[src/rtl/sai_irq_pkg.sv]
package sai_irq_pkg;

    localparam int STAT_W = 16;
    localparam int EN_W   = 11;
    localparam int STK_LO = 3;
    localparam int STK_HI = 11;
    localparam int STK_W  = STK_HI - STK_LO + 1;
    localparam int LIVE_W = STK_LO;
    localparam int PACK_W = 2;
    localparam int ADDR_W = 2;

    localparam logic [STAT_W-1:0] ENABLE_MASK = STAT_W'((1 << EN_W) - 1);

    typedef enum logic [ADDR_W-1:0] {
        SEL_ENABLE = 2'd0,
        SEL_STATUS = 2'd1,
        SEL_CLEAR  = 2'd2,
        SEL_SPARE  = 2'd3
    } reg_sel_e;

    typedef struct packed {
        logic              rx_nonempty;
        logic [PACK_W-1:0] rx_pack_lvl;
        logic              tx_complete;
        logic [STK_W-1:0]  sticky;
        logic [LIVE_W-1:0] live;
    } status_t;

    typedef struct packed {
        logic              wr;
        reg_sel_e          sel;
        logic [STAT_W-1:0] data;
    } reg_req_t;

    function automatic logic [STK_W-1:0] sticky_field(input logic [STAT_W-1:0] w);
        return w[STK_HI:STK_LO];
    endfunction

endpackage

[src/rtl/sai_irq_sticky.sv]
module sai_irq_sticky #(
    parameter int W = 9
) (
    input  logic         clk,
    input  logic         rst,
    input  logic [W-1:0] set_i,
    input  logic [W-1:0] clr_i,
    output logic [W-1:0] flags_o
);
    logic [W-1:0] flag_q;

    for (genvar i = 0; i < W; i++) begin : g_flag
        always_ff @(posedge clk) begin
            if (rst)
                flag_q[i] <= 1'b0;
            else if (set_i[i])
                flag_q[i] <= 1'b1;
            else if (clr_i[i])
                flag_q[i] <= 1'b0;
        end
    end

    assign flags_o = flag_q;

    // Event pulse always leaves its flag set, even against a clear
    assert_set_wins_R5: assert property (@(posedge clk) disable iff (rst)
        (set_i != '0) |=> ((flags_o & $past(set_i)) == $past(set_i)));

    // Clear without a matching event empties the flag
    assert_clear_R3: assert property (@(posedge clk) disable iff (rst)
        (clr_i != '0) |=> ((flags_o & $past(clr_i) & ~$past(set_i)) == '0));

    // Flags hold when neither set nor clear is present
    assert_hold_R2: assert property (@(posedge clk) disable iff (rst)
        (set_i == '0 && clr_i == '0) |=> $stable(flags_o));

endmodule

[src/rtl/sai_irq_regs.sv]
module sai_irq_regs
    import sai_irq_pkg::*;
(
    input  logic                    clk,
    input  logic                    rst,
    input  reg_req_t                req_i,
    input  status_t                 status_i,
    output logic [STAT_W-1:0]       en_o,
    output logic [STK_W-1:0]        clr_o,
    output logic [STAT_W-1:0]       rdata_o
);
    logic [STAT_W-1:0] en_q;

    always_ff @(posedge clk) begin
        if (rst)
            en_q <= '0;
        else if (req_i.wr && req_i.sel == SEL_ENABLE)
            en_q <= req_i.data & ENABLE_MASK;
    end

    always_comb begin
        clr_o = '0;
        if (req_i.wr && req_i.sel == SEL_CLEAR)
            clr_o = sticky_field(req_i.data);
    end

    always_comb begin
        unique case (req_i.sel)
            SEL_ENABLE: rdata_o = en_q;
            SEL_STATUS: rdata_o = status_i;
            default:    rdata_o = '0;
        endcase
    end

    assign en_o = en_q;

    // Reset empties the enable register
    assert_reset_enable_R1: assert property (@(posedge clk)
        rst |=> (en_o == '0));

    // Enable bits above the interrupt range stay zero
    assert_enable_high_zero_R7: assert property (@(posedge clk) disable iff (rst)
        (en_o & ~ENABLE_MASK) == '0);

    // Clear register reads back zero
    assert_clear_reads_zero_R10: assert property (@(posedge clk) disable iff (rst)
        (req_i.sel == SEL_CLEAR) |-> (rdata_o == '0));

endmodule

[src/rtl/sai_irq_combine.sv]
module sai_irq_combine
    import sai_irq_pkg::*;
(
    input  status_t           status_i,
    input  logic [STAT_W-1:0] en_i,
    output logic              irq_o
);
    logic [STAT_W-1:0] src;
    logic [STAT_W-1:0] hit;

    assign src = status_i;

    for (genvar b = 0; b < STAT_W; b++) begin : g_src
        if (b < EN_W) begin : g_live
            assign hit[b] = src[b] & en_i[b];
        end else begin : g_off
            assign hit[b] = 1'b0 & en_i[b] & src[b];
        end
    end

    assign irq_o = |hit;

endmodule

[src/rtl/sai_irq_status.sv]
module sai_irq_status
    import sai_irq_pkg::*;
(
    input  logic                clk,
    input  logic                rst,
    input  logic                rx_pkt_avail_i,
    input  logic                tx_space_avail_i,
    input  logic                duplex_pkt_i,
    input  logic                tx_complete_i,
    input  logic [1:0]          rx_pack_lvl_i,
    input  logic                rx_nonempty_i,
    input  logic [8:0]          event_i,
    input  logic                reg_wr_i,
    input  logic [1:0]          reg_addr_i,
    input  logic [15:0]         reg_wdata_i,
    output logic [15:0]         reg_rdata_o,
    output logic                irq_o
);
    status_t           status;
    reg_req_t          req;
    logic [STK_W-1:0]  sticky;
    logic [STK_W-1:0]  clr;
    logic [STAT_W-1:0] en;

    assign req.wr   = reg_wr_i;
    assign req.sel  = reg_sel_e'(reg_addr_i);
    assign req.data = reg_wdata_i;

    assign status.rx_nonempty = rx_nonempty_i;
    assign status.rx_pack_lvl = rx_pack_lvl_i;
    assign status.tx_complete = tx_complete_i;
    assign status.sticky      = sticky;
    assign status.live        = {duplex_pkt_i, tx_space_avail_i, rx_pkt_avail_i};

    sai_irq_sticky #(.W(STK_W)) sticky_i (
        .clk     (clk),
        .rst     (rst),
        .set_i   (event_i),
        .clr_i   (clr),
        .flags_o (sticky)
    );

    sai_irq_regs regs_i (
        .clk      (clk),
        .rst      (rst),
        .req_i    (req),
        .status_i (status),
        .en_o     (en),
        .clr_o    (clr),
        .rdata_o  (reg_rdata_o)
    );

    sai_irq_combine combine_i (
        .status_i (status),
        .en_i     (en),
        .irq_o    (irq_o)
    );

    // No enabled source means no interrupt
    assert_irq_needs_enable_R8: assert property (@(posedge clk) disable iff (rst)
        (en == '0) |-> !irq_o);

    // Reset empties the sticky flags
    assert_reset_sticky_R1: assert property (@(posedge clk)
        rst |=> (sticky == '0));

    // Spare address reads zero
    assert_spare_reads_zero_R10: assert property (@(posedge clk) disable iff (rst)
        (reg_addr_i == 2'd3) |-> (reg_rdata_o == '0));

endmodule

[config.mk]
export PLATFORM = sky130hd
export DESIGN_NAME = sai_irq_status
export DESIGN_NICKNAME = d
export VERILOG_FILES = /design/src/rtl/sai_irq_pkg.sv /design/src/rtl/sai_irq_sticky.sv /design/src/rtl/sai_irq_regs.sv /design/src/rtl/sai_irq_combine.sv /design/src/rtl/sai_irq_status.sv
export SDC_FILE = /design/constraint.sdc
export NUM_CORES = 1
export LEC_CHECK = 0
export ABC_AREA = 1
export BUFFER_PORTS_ARGS = -buffer_cell sky130_fd_sc_hd__clkbuf_2
export CORE_MARGIN = 10
export CORE_UTILIZATION = 42
export CTS_BUF_LIST = sky130_fd_sc_hd__clkbuf_4
export CTS_CLUSTER_DIAMETER = 100
export DETAILED_ROUTE_END_ITERATION = 7
export HOLD_SLACK_MARGIN = 0.02
export PLACE_DENSITY = 0.75
export RECOVER_POWER = 50
export SLEW_MARGIN = 20
export SYNTH_ARGS = -nofsm -noshare
export SYNTH_HDL_FRONTEND = slang
export SYNTH_SLANG_ARGS = --single-unit
[constraint.sdc]
create_clock -name clk -period 0.8 [get_ports clk]
set_input_delay 0.08 -clock clk [delete_from_list [all_inputs] [get_ports clk]]
set_output_delay 0.08 -clock clk [all_outputs]
set_load 0.02 [all_outputs]
==> impl_summary.log <==
[metrics] number of design rule violations left after detail routing: 0
[metrics] number of filler cells placed in the layout: 108
[metrics] CTS tree: yes
[metrics] minimum clock period: 1.25 ns
[metrics] number of DRC markers after the initial detailed-route iteration: 130
[metrics] Final Skew: 0 ns
[metrics] number of global-route vias before repair: 1477
[metrics] count of inserted antenna diode cells: 0
[metrics] die outline height: 69.8 µm
[metrics] total global routing overflow: 0
[metrics] worst min-delay path category: input port to register
[metrics] via total after detailed routing: 1556
[metrics] Site Rows: 17
[metrics] share of final-layout standard cells stronger than drive strength 1: 0.560
[metrics] Synth top area share: 0.385
[metrics] hold violation count in the final report: 0
[metrics] Period Utilization, post-route: 1.56
[metrics] number of stages on the worst hold path: 3
[metrics] top cell type by total area after synthesis: dfxtp_1
[metrics] Avg Cell Area, Syn: 6.27 µm²
[metrics] violations in the final reports: setup timing
[metrics] Fin Setup TNS: -4.07 ns
[metrics] outcome: finished with violations
[metrics] RSZ-0062 raised after global routing: yes
[metrics] Worst Hold Endpoint: regs_i.en_o[4]
[metrics] placeable core region: 0.00228 mm²
[metrics] Post-Syn Area: 0.00104 mm²
[metrics] Inserted Clock Buffers: 3
[metrics] worst setup path class: register to output port
[metrics] max capacitance violation total: 0
[metrics] sort of element at the start of the critical path: register
[metrics] layout-stage area growth over the synthesis result: 91.2%
[metrics] register bit count reported by yosys: 20
[metrics] slack of the worst reg-to-reg path: -0.08 ns
[metrics] post-route design area: 0.00199 mm²
[metrics] count of distinct cell types in the synthesized netlist: 15
[metrics] initial antenna violation count: 0
[metrics] worst min-delay path startpoint: reg_wdata_i[4]
[metrics] peak ir drop on the vdd network: 1.25 mV
[metrics] final setup vio count: 19
[metrics] number of iterations in the first detailed-routing pass: 5
[metrics] Max Buffers Root-to-Sink: 2
[metrics] number of max-slew violations in the final report: 0
[metrics] data required time of the critical path: 0.72 ns
[metrics] sequential cell area: 424 µm²
[metrics] reg-to-reg critical path startpoint: sticky_i.flags_o[6]
[metrics] root buf cell: clkbuf_4
[metrics] tightest hold margin: 0.0356 ns
[metrics] die area: 0.00487 mm²
[metrics] H-Tree Depth: 1
[metrics] top fanout value on the critical path: 3
[metrics] final routed wire length divided by cell count: 18.7 µm
[metrics] critical register-to-register path endpoint: sticky_i.flags_o[6]
[metrics] synthesized instance count: 166
[metrics] overall global routing resource usage: 0.163
[metrics] routability cong.: 0.874
[metrics] number of enable flip-flop cells after synthesis: 0
[metrics] antenna violation net count after detailed routing: 0
[metrics] area occupied by multi-input gates: 658 µm²
[metrics] static power due to leakage: 1.01 nW
[metrics] ports placed on the boundary: 54
[metrics] pin count of the biggest net entering global routing: 13
[metrics] Layout Nets: 286
[metrics] nets in the synthesized netlist: 203
[metrics] type of element capturing the critical path: output port
[metrics] I/O Buffers: 49
[metrics] first-pass GRT wire length: 6820 µm
[metrics] slew margin rel.: 0.763
[metrics] estimated wirelength of the detail-placed design: 2830 µm
[metrics] cells on worst reg2reg path: 4
[metrics] Avg Vias per Cell: 5.64
[metrics] most common cell in the netlist: nand2_1
[metrics] Initial Util: 0.457
[metrics] data arrival time of the critical path: 1.17 ns
[metrics] clock transition at the registers of the reported paths: 0.12 ns
[metrics] insertion delay to the later sink of the worst-skew pair: 0.30 ns
[metrics] Worst Tran Pin Value: 0.356 ns
[metrics] ranking of synthesized cells by area: dfxtp_1 38%, nand2_1 16%, nor2_1 10%, nand3_1 6.7%, inv_1 5.8%
[metrics] dominant register cell in the synthesized netlist: dfxtp_1
[metrics] sequential-to-total area share from yosys stat: 0.385
[metrics] share of synthesized registers carrying an async set or reset: 0
[metrics] warnings from Yosys: 0
[metrics] cell area after placement: 0.00142 mm²
[metrics] final critical-path setup slack: -0.448 ns
[metrics] Die Width: 69.8 µm
[metrics] Clock Sink Count: 20
[metrics] commonest cells in the synthesized netlist: 45 x nand2_1, 29 x nor2_1, 20 x dfxtp_1
[metrics] Max Clock Freq: 801 MHz
[metrics] power density cells: 1400 mW/mm²
[metrics] Detailed Route WL: 5160 µm
[worst max path at each step]
| stage | startpoint | to | slack [ns] |
|---|---|---|---|
| finish | sticky_i.flags_o[1] | irq_o | -0.45 |
| global route | sticky_i.flags_o[5] | irq_o | -0.49 |
| CTS | regs_i.en_o[9] | irq_o | -0.43 |
| detailed placement | reg_addr_i[1] | reg_rdata_o[9] | -0.14 |
| global placement | reg_addr_i[1] | reg_rdata_o[7] | -0.09 |
| floorplan | reg_addr_i[1] | reg_rdata_o[11] | 0.01 |
[worst max-delay path: stages, from the launching register on]
cell and delay, ns:
dfxtp_1 0.37, nand2_1 0.09, nand2_1 0.09, nor2_2 0.11, nand2_1 0.07, buf_6 0.13
[state kept, by name (all words and copies together) (netlist names)]
register          cells
sticky_i.flags_o      9
regs_i.en_o          11
[kinds of logic after synthesis]
group | synth area share
and+or+nand+nor | 0.400
AOI/OAI and AO/OA | 0.0961
DFF | 0.385
buffers and inverters | 0.119
[where the power goes]
part,internal [mW],switching [mW]
Sequential,1.07,0.0580
Clock,0.506,0.333
Combinational,0.404,0.417
Total,1.98,0.809
[metal layers]
metal / vias to the layer above / global-route usage / wire length [µm]
li1: 692 / - / -
met1: 716 / 0.163 / 1750
met2: 123 / 0.281 / 2690
met3: 25 / 0.0685 / 527
met4: 0 / 0.0826 / 193
met5: - / 0 / 0
[layout make-up]
| class | count | share of cell area |
|---|---|---|
| inverter | 18 | 0.0352 |
| sequential | 20 | 0.213 |
| tap | 28 | 0.0176 |
| timing repair buffer | 87 | 0.377 |
| clock buffer | 3 | 0.0113 |
| multi-input combinational | 119 | 0.331 |
| clock inverter | 1 | 0.0151 |
[what timing repair did]
item	CTS	global route
hold buffers	14	1
gates resized for setup	59	61
buffers inserted	2	4
setup endpoints to repair	17	20
pin swaps	13	17
endpoints found under the hold margin	14	1
[per-stage QoR]
| stage | util | power (mW) | cells | worst slack, ns |
|---|---|---|---|---|
| after floorplan | - | 1.40 | 166 | 0.0130 |
| after global placement | 0.624 | 1.63 | 253 | -0.0889 |
| after detailed placement | 0.624 | 1.65 | 253 | -0.140 |
| after CTS | 0.799 | 2.62 | 273 | -0.432 |
| after global routing | 0.875 | 2.89 | 276 | -0.490 |
| final | 0.875 | 2.79 | 276 | -0.448 |
[layout by cell type, fill, tap and decap left out]
cell type	count
clkbuf_2	32
nand2_1	24
nor2_1	24
dfxtp_2	19
nand2_2	18
buf_4	17
dlygate4sd3_1	15
inv_1	14
o21ai_1	10
buf_8	10
nand3_2	9
nand4_1	9
buf_6	9
nor2_2	6
a21oi_1	6
nand3_1	5
nand2_4	4
inv_2	3
a21oi_2	3
clkbuf_4	3
clkbuf_8	3
inv_4	1
o21ai_0	1
bufinv_16	1
buf_12	1
dfxtp_1	1
Note: power is estimated with default switching activity, not from simulation.
